--- src/rtl/por_seq_pkg.sv ---
// Package: shared widths, strap layout and sequencer state encoding.
// Assumes: strap field widths are fixed by the processor's strap pinout.
package por_seq_pkg;
    localparam int GP_W    = 16;
    localparam int ENG_W   = 4;
    localparam int BOOT_W  = 5;
    localparam int REV_W   = 2;
    localparam int STRAP_W = GP_W + ENG_W + BOOT_W + REV_W + 2;

    // Index of each request inside the synchronizer bank
    localparam int RQ_FULL = 0;
    localparam int RQ_SOFT = 1;
    localparam int RQ_SW   = 2;
    localparam int RQ_PG   = 3;
    localparam int RQ_N    = 4;

    // Strap word, option B in the MSB down to the general word in the LSBs
    typedef struct packed {
        logic              opt_b;
        logic              opt_a;
        logic [REV_W-1:0]  rev_sel;
        logic [BOOT_W-1:0] boot_src;
        logic [ENG_W-1:0]  eng_sel;
        logic [GP_W-1:0]   gp_word;
    } strap_t;

    typedef enum logic [1:0] {
        SEQ_IDLE = 2'd0,
        SEQ_POR  = 2'd1,
        SEQ_HRST = 2'd2
    } seq_state_t;
endpackage

--- src/rtl/req_sync.sv ---
// Module: bank of multi-stage synchronizers, one chain per request bit.
// Assumes: inputs are level signals asynchronous to clk; STAGES >= 2.
// Each bit resets to its own idle value from RST_VAL.
module req_sync #(
    parameter int             N       = 4,
    parameter int             STAGES  = 2,
    parameter logic [N-1:0]   RST_VAL = '0
) (
    input  logic         clk,
    input  logic         rst_n,
    input  logic [N-1:0] d_i,
    output logic [N-1:0] q_o
);
    for (genvar g = 0; g < N; g++) begin : g_bit
        logic [STAGES-1:0] chain;

        // Shift the raw level through the synchronizer chain
        always_ff @(posedge clk) begin
            if (!rst_n) begin
                chain <= {STAGES{RST_VAL[g]}};
            end else begin
                chain <= {chain[STAGES-2:0], d_i[g]};
            end
        end

        assign q_o[g] = chain[STAGES-1];
    end
endmodule

--- src/rtl/hold_timer.sv ---
// Module: minimum-hold counter for reset assertion.
// Assumes: MIN_CYC >= 2. Cleared on any request or while idle, counts while
// a sequence runs, and saturates at MIN_CYC-1, which flags expiry.
module hold_timer #(
    parameter int MIN_CYC = 32
) (
    input  logic clk,
    input  logic rst_n,
    input  logic clr_i,
    input  logic run_i,
    output logic expired_o
);
    localparam int CNT_W = $clog2(MIN_CYC);
    localparam logic [CNT_W-1:0] LAST = CNT_W'(MIN_CYC - 1);

    logic [CNT_W-1:0] cnt;

    // Count hold cycles, restarting on clear
    always_ff @(posedge clk) begin
        if (!rst_n || clr_i) begin
            cnt <= '0;
        end else if (run_i && (cnt != LAST)) begin
            cnt <= cnt + 1'b1;
        end
    end

    assign expired_o = (cnt == LAST);
endmodule

--- src/rtl/seq_fsm.sv ---
// Module: reset sequencer state machine.
// Assumes: requests are already synchronized. A full-type request wins
// over a soft one. Any request during a hold restarts the timer. Release
// and the done pulse happen on the edge after expiry with no request present.
module seq_fsm
    import por_seq_pkg::*;
(
    input  logic clk,
    input  logic rst_n,
    input  logic req_full_i,
    input  logic req_soft_i,
    input  logic expired_i,
    output logic timer_clr_o,
    output logic timer_run_o,
    output logic por_start_o,
    output logic por_release_o,
    output logic por_n_o,
    output logic hrst_n_o,
    output logic done_o
);
    seq_state_t st, st_nxt;
    logic       any_req;
    logic       finish;

    // Next-state and event decode
    always_comb begin
        any_req       = req_full_i | req_soft_i;
        st_nxt        = st;
        por_start_o   = 1'b0;
        por_release_o = 1'b0;
        finish        = 1'b0;
        case (st)
            SEQ_IDLE: begin
                if (req_full_i) begin
                    st_nxt      = SEQ_POR;
                    por_start_o = 1'b1;
                end else if (req_soft_i) begin
                    st_nxt = SEQ_HRST;
                end
            end
            SEQ_POR: begin
                if (!any_req && expired_i) begin
                    st_nxt        = SEQ_IDLE;
                    por_release_o = 1'b1;
                    finish        = 1'b1;
                end
            end
            SEQ_HRST: begin
                if (req_full_i) begin
                    st_nxt      = SEQ_POR;
                    por_start_o = 1'b1;
                end else if (!req_soft_i && expired_i) begin
                    st_nxt = SEQ_IDLE;
                    finish = 1'b1;
                end
            end
            default: st_nxt = SEQ_POR;
        endcase
    end

    // State and done-pulse registers
    always_ff @(posedge clk) begin
        if (!rst_n) begin
            st     <= SEQ_POR;
            done_o <= 1'b0;
        end else begin
            st     <= st_nxt;
            done_o <= finish;
        end
    end

    assign timer_clr_o = any_req | (st == SEQ_IDLE);
    assign timer_run_o = (st != SEQ_IDLE);
    assign por_n_o     = (st != SEQ_POR);
    assign hrst_n_o    = (st == SEQ_IDLE);
endmodule

--- src/rtl/strap_drv.sv ---
// Module: strap capture register and pin driver enable.
// Assumes: start and release come from the sequencer in the cycle of the
// edge on which power-on reset enters or leaves. Outputs read 0 while floated.
module strap_drv
    import por_seq_pkg::*;
(
    input  logic               clk,
    input  logic               rst_n,
    input  logic               start_i,
    input  logic               release_i,
    input  logic [STRAP_W-1:0] strap_i,
    output logic [STRAP_W-1:0] strap_o,
    output logic               oe_o
);
    strap_t held;

    // Capture straps on entry, drop the driver enable on release
    always_ff @(posedge clk) begin
        if (!rst_n) begin
            held <= strap_t'(strap_i);
            oe_o <= 1'b1;
        end else if (start_i) begin
            held <= strap_t'(strap_i);
            oe_o <= 1'b1;
        end else if (release_i) begin
            oe_o <= 1'b0;
        end
    end

    assign strap_o = oe_o ? STRAP_W'(held) : '0;
endmodule

--- src/rtl/por_strap_seq.sv ---
// Module: top of the power-on reset and strap sequencer.
// Assumes: clk runs whenever rst_n is released. Power-good loss forces the
// power-on reset output low without a clock, and its synchronized copy also
// starts a full sequence so that release is always timed.
module por_strap_seq
    import por_seq_pkg::*;
#(
    parameter int MIN_CYC     = 32,
    parameter int SYNC_STAGES = 2
) (
    input  logic               clk,
    input  logic               rst_n,
    input  logic               pwr_good_i,
    input  logic               dbg_full_req_i,
    input  logic               dbg_soft_req_i,
    input  logic               sw_reload_req_i,
    input  logic [STRAP_W-1:0] strap_val_i,
    output logic               por_n_o,
    output logic               hrst_n_o,
    output logic [STRAP_W-1:0] strap_o,
    output logic               strap_oe_o,
    output logic               seq_done_o
);
    localparam logic [RQ_N-1:0] SYNC_IDLE = RQ_N'(1) << RQ_PG;

    logic [RQ_N-1:0] req_raw;
    logic [RQ_N-1:0] req_s;
    logic            req_full, req_soft;
    logic            timer_clr, timer_run, expired;
    logic            por_start, por_release;
    logic            seq_por_n;

    // Gather raw request levels into the synchronizer bank
    always_comb begin
        req_raw          = '0;
        req_raw[RQ_FULL] = dbg_full_req_i;
        req_raw[RQ_SOFT] = dbg_soft_req_i;
        req_raw[RQ_SW]   = sw_reload_req_i;
        req_raw[RQ_PG]   = pwr_good_i;
    end

    req_sync #(
        .N       (RQ_N),
        .STAGES  (SYNC_STAGES),
        .RST_VAL (SYNC_IDLE)
    ) u_sync (
        .clk   (clk),
        .rst_n (rst_n),
        .d_i   (req_raw),
        .q_o   (req_s)
    );

    assign req_full = req_s[RQ_FULL] | req_s[RQ_SW] | ~req_s[RQ_PG];
    assign req_soft = req_s[RQ_SOFT];

    hold_timer #(
        .MIN_CYC (MIN_CYC)
    ) u_timer (
        .clk       (clk),
        .rst_n     (rst_n),
        .clr_i     (timer_clr),
        .run_i     (timer_run),
        .expired_o (expired)
    );

    seq_fsm u_fsm (
        .clk           (clk),
        .rst_n         (rst_n),
        .req_full_i    (req_full),
        .req_soft_i    (req_soft),
        .expired_i     (expired),
        .timer_clr_o   (timer_clr),
        .timer_run_o   (timer_run),
        .por_start_o   (por_start),
        .por_release_o (por_release),
        .por_n_o       (seq_por_n),
        .hrst_n_o      (hrst_n_o),
        .done_o        (seq_done_o)
    );

    strap_drv u_strap (
        .clk       (clk),
        .rst_n     (rst_n),
        .start_i   (por_start),
        .release_i (por_release),
        .strap_i   (strap_val_i),
        .strap_o   (strap_o),
        .oe_o      (strap_oe_o)
    );

    assign por_n_o = seq_por_n & pwr_good_i;
endmodule

--- config.mk ---
export PLATFORM = sky130hd
export DESIGN_NAME = por_strap_seq
export DESIGN_NICKNAME = d
export VERILOG_FILES = /design/src/rtl/por_seq_pkg.sv /design/src/rtl/req_sync.sv /design/src/rtl/hold_timer.sv /design/src/rtl/seq_fsm.sv /design/src/rtl/strap_drv.sv /design/src/rtl/por_strap_seq.sv
export SDC_FILE = /design/constraint.sdc
export NUM_CORES = 1
export LEC_CHECK = 0
export ABC_AREA = 1
export BUFFER_PORTS_ARGS = -buffer_cell sky130_fd_sc_hd__buf_2
export CORE_UTILIZATION = 49
export DETAILED_ROUTE_END_ITERATION = 7
export PLACE_DENSITY = 0.84
export SLEW_MARGIN = 20
export SYNTH_ARGS = -nofsm -noshare
export SYNTH_HDL_FRONTEND = slang
export SYNTH_HIERARCHICAL = 1
export SYNTH_SLANG_ARGS = --single-unit
--- constraint.sdc ---
create_clock -name clk -period 2.26 [get_ports clk]
set_input_delay 0.226 -clock clk [delete_from_list [all_inputs] [get_ports clk]]
set_output_delay 0.226 -clock clk [all_outputs]
set_load 0.01 [all_outputs]
==> metrics.md, run 1 <==
| Metric | Value |
|---|---|
| Outcome | `finished, final reports clean` |
| Worst Setup Path Type | `reg -> reg` |
| Total Power Consumption | `between 1.5 and 2 mW` |
| Largest vdd supply drop | `0.410 mV` |
| Share of synthesized area occupied by flip-flops and latches | `a little over three fifths` |
| Net count after synthesis | `240` |
| Final-stage net count | `308` |
| Setup crit start kind | `flop` |
| Buffers inserted during post-CTS setup optimization | `0` |
| Width of the chip | `64.8 um` |
| Half-perimeter wire length after placement | `around 2300 um` |
| Number of buffers inserted by port buffering | `67` |
| Highest clock frequency the design can meet | `0.619 GHz` |
| GP Congestion | `about 0.86` |
| Area overhead of the layout relative to synthesis | `23.3%` |
| Clock tree from TritonCTS | `done` |
| Placed cell areas | `2270 um2` |
| Depth of the CTS H-tree | `2` |
| Synth Register Bits | `46` |
| Starting DRT DRC Count | `69` |
| Summed area of non-filler cells in the final layout | `around 2400 um2` |
| DR vias/cell | `~4.4` |
| Total I/O pin count | `between 60 and 70` |
| Avg Synthesized Cell Area | `a little under 10 um2` |
| Cts hold-fix bufs | `0` |
| Worst endpoint required time | `approximately 2300 ps` |
| Class of the most critical hold timing path | `in -> reg` |
| Number of standard-cell rows in the floorplan | `22` |
| Clock sink count | `46` |
| Routed wire length | `between 3000 and 4000 um` |
| Mapped Area | `~1900 um2` |
| Root buffer cell | `clkbuf_8` |
| Number of global-route vias before repair | `~1300` |
| Slew at the pin closest to its max-slew limit | `about 340 ps` |
| # setup viols final | `0` |
| Fraction of final layout cells with drive strength greater than 1 | `between 30 and 40%` |
| DR pass1 iterations | `4` |
| Largest net degree at the start of global routing | `31` |
| Count of vias placed by the detailed router | `about 1400` |
| Post-synthesis cell count | `200` |
| Leakage | `1.33 nW` |
| Distinct cell type count after synthesis | `20` |
| Maximum fanout along the worst path | `29` |
| Final hold violations | `0` |
| Critical path arrival | `between 1500 and 2000 ps` |
| Number of buffers inserted during clock tree synthesis | `5` |
| Post-detailed-route wirelength per cell | `9.58 um` |
| Period utilisation layout | `between 70 and 80%` |
| Buffer depth of the longest clock path | `2` |
| Initial cell density of the core | `around 52%` |
| Max-cap viol count | `0` |
| Unrepaired setup endpoints after global routing | `no` |
| First-pass GRT wire length | `5090 um` |
| Die Y-Extent | `around 65 um` |
| Synth Warn # | `6` |
| Aggregate global-route resource usage | `roughly 16%` |
| Clock network latency to the later pin of the worst-skew pair | `between 200 and 300 ps` |
| Total overflow reported by the global router | `0` |
| Total power divided by cell area | `around 710 nW/um2` |
| Endpoint type of the worst setup path | `flop` |
| Final total negative setup slack | `0 ps` |
| Clock Skew | `about 1.9 ps` |
| Antenna violations before repair | `0` |
| Remaining number of nets flagged by the antenna check after routing | `0` |
| Clock transition at the registers of the reported paths | `roughly 80 ps` |
| CTS-repair resized insts | `0` |
| Total die area | `between 4000 and 5000 um2` |
| Final routed DRC violation total | `0` |
| Post-route minimum period | `between 1500 and 2000 ps` |
| Core box area | `about 3700 um2` |
| Pins over their slew limit | `0` |
| Rel. slew slack | `about 77%` |
| Number of antenna diodes | `0` |
-- final timing paths --
path	start	to	slack, ps	cells after the start
min reg2reg	u_sync/g_bit[0].chain[0]	u_sync/g_bit[0].chain[1]	420	2
max reg2reg	u_fsm/st[0]	u_strap/held[24]	640	7
max	u_fsm/st[0]	u_strap/held[24]	640	7
min	strap_val_i[16]	u_strap/held[16]	110	1
-- power by group --
group          switching, mW  leakage, nW  internal, mW  total [mW]
logic                 0.0885        0.846        0.0718       0.160
clock network          0.244       0.0579         0.325       0.569
registers             0.0142        0.423         0.948       0.962
-- layout by cell type (no fill, tap or decap) --
cell type,synthesis,layout
nor2_4,1,1
ha_1,5,5
clkbuf_8,0,5
dfxtp_1,17,17
inv_1,50,50
edfxtp_1,29,29
o21ai_0,3,3
a21oi_1,3,3
o21bai_1,1,1
buf_4,4,2
nand3b_1,1,1
nor2_1,14,14
nor2_2,3,3
o211ai_1,1,1
nand2_1,50,50
buf_2,1,67
bufinv_16,0,1
nand2_2,7,7
inv_2,2,2
o21ai_1,1,1
nand3_1,4,4
clkinv_2,0,2
-- through the flow --
step	cells	hold WS, ps	setup slack, ps	utilization, %
2_1_floorplan	200	310	446	-
3_3_place_gp	309	387	719	61.1
3_5_place_dp	309	399	650	61.1
4_1_cts	317	98.4	638	64.0
5_1_grt	317	89.9	498	64.0
6_report	317	109	645	64.0
-- kinds of logic after synthesis --
family                     Yosys count  share of synthesized area, %
DFF                                 46                          62.8
buffers and inverters               60                          13.7
and+or+nand+nor                     80                          17.7
AOI/OAI and AO/OA                    9                          2.59
adders and majority gates            5                          3.24
-- layout make-up --
cell class / instances / area, um2
fill: 327 / 1340
sequential: 46 / 1210
multi-input combinational: 94 / 454
timing repair buffer: 69 / 350
inverter: 52 / 195
clock buffer: 5 / 68.8
tap: 48 / 60.1
clock inverter: 3 / 40.0
-- flip-flops by register name, indices dropped and copies added, names as in the netlist --
name / count
u_fsm/st: 2
u_strap/oe_o: 1
u_strap/held: 29
u_sync/g_bit.chain: 8
u_timer/cnt: 5
u_fsm/done_o: 1
-- cells in the mapped netlist --
master	number	area [um2]
buf_2	1	5.00
nor2_1	14	52.6
nand3_1	4	20.0
o21ai_1	1	5.00
inv_1	50	188
nand2_2	7	43.8
buf_4	4	30.0
o21ai_0	3	15.0
o21bai_1	1	7.51
nor2_2	3	18.8
o211ai_1	1	7.51
a21oi_1	3	15.0
buf_6	3	33.8
dfxtp_1	17	340
nand3b_1	1	7.51
nand2_1	50	188
nor2_4	1	11.3
ha_1	5	62.6
inv_2	2	7.51
edfxtp_1	29	871
-- metal layers --
metal | wire [um] | part of all wire, % | GRT usage [%] | vias to the layer above
met5 | 0 | 0 | 0 | -
li1 | - | - | - | 724
met2 | 1560 | 51 | 29.3 | 52
met4 | 12 | 0.39 | 4.44 | 0
met3 | 206 | 6.8 | 6.16 | 2
met1 | 1260 | 42 | 17.7 | 616
-- worst max-delay path: stages (launching register included) --
cell,delay [ps]
dfxtp_1,390
inv_1,90
ha_1,260
nor2_1,100
nor2_1,40
nor2_1,160
inv_1,50
buf_4,240
No activity file was read; power rests on OpenSTA's default activity.
==> run 2: changes to the inputs <==
==> constraint.sdc (replaced) <==
create_clock -name clk -period 1.6 [get_ports clk]
set_input_delay 0.16 -clock clk [delete_from_list [all_inputs] [get_ports clk]]
set_output_delay 0.16 -clock clk [all_outputs]
set_load 0.01 [all_outputs]
==> run 2 against run 1 <==
Net effect: clock-buffer cell count is 3 higher; sequential share of layout area is 0.32 points lower; highest routed layer unchanged; register-to-register slack worse by 530 ps; critical endpoint is now u_strap/held[0].
==> metrics.md, run 2 (same netlist as run 1, synthesis figures left out) <==
| Metric | Value |
|---|---|
| Outcome | `finished, final reports clean` |
| Clock transition at the registers of the reported paths | `70 ps` |
| Crit path cell chain | `inv_2, ha_4, nor2_1, nor2_1, nor2_2, clkinvlp_4, buf_4` |
| Master of the slowest instance on the critical path | `dfxtp_2` |
| Routed wire length | `2870 um` |
| Unrepaired setup endpoints after global routing | `yes` |
| Die Y-Extent | `roughly 65 um` |
| Half-perimeter wire length after placement | `roughly 2200 um` |
| Initial cell density of the core | `51.9%` |
| Highest clock frequency the design can meet | `about 0.67 GHz` |
| Buffer depth of the longest clock path | `2` |
| Clock network latency to the later pin of the worst-skew pair | `280 ps` |
| Endpoint type of the worst setup path | `flop` |
| Final hold violations | `0` |
| Slew at the pin closest to its max-slew limit | `about 230 ps` |
| Final total negative setup slack | `0 ps` |
| Crit Reg-Reg Startpoint | `u_fsm/st[0]` |
| Hold slack final | `49.6 ps` |
| Worst endpoint required time | `approximately 1600 ps` |
| Most common cell on crit path | `nor2_1` |
| Post-detailed-route wirelength per cell | `9.01 um` |
| Aggregate global-route resource usage | `between 10% and 20%` |
| Maximum fanout along the worst path | `15` |
| Largest register FFs | `29` |
| Number of standard-cell rows in the floorplan | `22` |
| Critical path startpoint | `u_fsm/st[0]` |
| Most common cell after layout, fill and taps aside | `buf_2` |
| Final-stage net count | `310` |
| Total die area | `around 4200 um2` |
| Worst Setup Path Type | `reg -> reg` |
| Width of the chip | `around 65 um` |
| Total overflow reported by the global router | `0` |
| Register area | `approximately 1200 um2` |
| Fraction of final layout cells with drive strength greater than 1 | `35.8%` |
| Count of vias placed by the detailed router | `~1400` |
| Most frequent cells in the layout | `buf_2, nand2_1, inv_1` |
| Clock Skew | `2.37 ps` |
| Starting DRT DRC Count | `37` |
| Total power divided by cell area | `between 900 and 1000 nW/um2` |
| Number of global-route vias before repair | `1296` |
| Non-filler cells, final | `319` |
| Stage delay of the slowest cell on the critical path | `between 300 and 400 ps` |
| Remaining number of nets flagged by the antenna check after routing | `0` |
| Area overhead of the layout relative to synthesis | `24.4%` |
| Core box area | `approximately 3700 um2` |
| First-pass GRT wire length | `between 4000 and 5000 um` |
| Start point of the worst min-delay path | `strap_val_i[6]` |
| DR vias/cell | `4.33` |
| Top flop regs | `u_strap/held (29), u_sync/g_bit.chain (8), u_timer/cnt (5)` |
| Number of placed cells counting well taps | `slightly above 300` |
| Leakage | `1.31 nW` |
| Register with the most flip-flops | `u_strap/held` |
| Clock tree from TritonCTS | `done` |
| Filler Cell Count | `just over 300` |
| CTS-repair resized insts | `0` |
| Cts hold-fix bufs | `0` |
| DR pass1 iterations | `4` |
| Max-cap viol count | `0` |
| Number of buffers inserted during clock tree synthesis | `5` |
| Class of the most critical hold timing path | `in -> reg` |
| Total I/O pin count | `68` |
| Antenna violations before repair | `0` |
| Largest net degree at the start of global routing | `22` |
| # setup viols final | `0` |
| Final routed DRC violation total | `0` |
| Clock sink count | `46` |
| GP Congestion | `around 0.8` |
| Largest vdd supply drop | `around 0.59 mV` |
| Number of antenna diodes | `0` |
| Pins over their slew limit | `0` |
| Buffers inserted during post-CTS setup optimization | `0` |
| Post-route minimum period | `1490 ps` |
| Root buffer cell | `clkbuf_8` |
| Setup crit start kind | `flop` |
| Total Power Consumption | `2.21 mW` |
| Period utilisation layout | `slightly above 90%` |
| Placed cell areas | `roughly 2300 um2` |
| Summed area of non-filler cells in the final layout | `2400 um2` |
| Number of buffers inserted by port buffering | `67` |
| Critical path arrival | `approximately 1500 ps` |
| Rel. slew slack | `approximately 85%` |
| Area of the multi-input gates | `482 um2` |
| Depth of the CTS H-tree | `2` |
## run 2: area by class of cell
type / count / share of cell area (%)
timing repair buffer: 71 / 15.2
inverter: 52 / 8.29
sequential: 46 / 50.6
clock buffer: 8 / 3.34
multi-input combinational: 94 / 20.1
tap: 48 / 2.50
## run 2: through the flow
step                      setup slack (ps)  utilization, %
after detailed placement               122            62.4
final                                  111            64.6
after global placement                 156            62.4
after global routing                 -7.23            64.6
after floorplan                      -66.1               -
after CTS                              105            64.6
## run 2: worst paths after layout
path,endpoint,slack [ps],cells past startpoint
setup / recovery,u_strap/held[0],110,7
hold / removal,u_strap/held[6],50,1
setup reg to reg,u_strap/held[0],110,7
hold reg to reg,u_sync/g_bit[3].chain[1],400,2
## run 2: where the power goes
part           internal [mW]  switching (mW)  leakage (nW)  total [mW]
sequential              1.34          0.0186         0.423        1.36
clock                  0.310           0.315        0.0395       0.625
combinational          0.104           0.125         0.845       0.228
total                   1.75           0.458          1.31        2.21
## run 2: per-layer routing
metal	global-route usage (%)	vias up	wire length [um]
met2	29.0	38	1530
met3	7.04	4	181
met1	15.0	608	1130
met5	0	-	0
met4	7.22	0	34
li1	-	731	-
## run 2: worst max-delay path: cells and delay by family, from the launching register on
kind,cells,cell delay (ps)
and+or+nand+nor,3,300
adders and majority gates,1,170
DFF,1,370
buffers and inverters,3,400
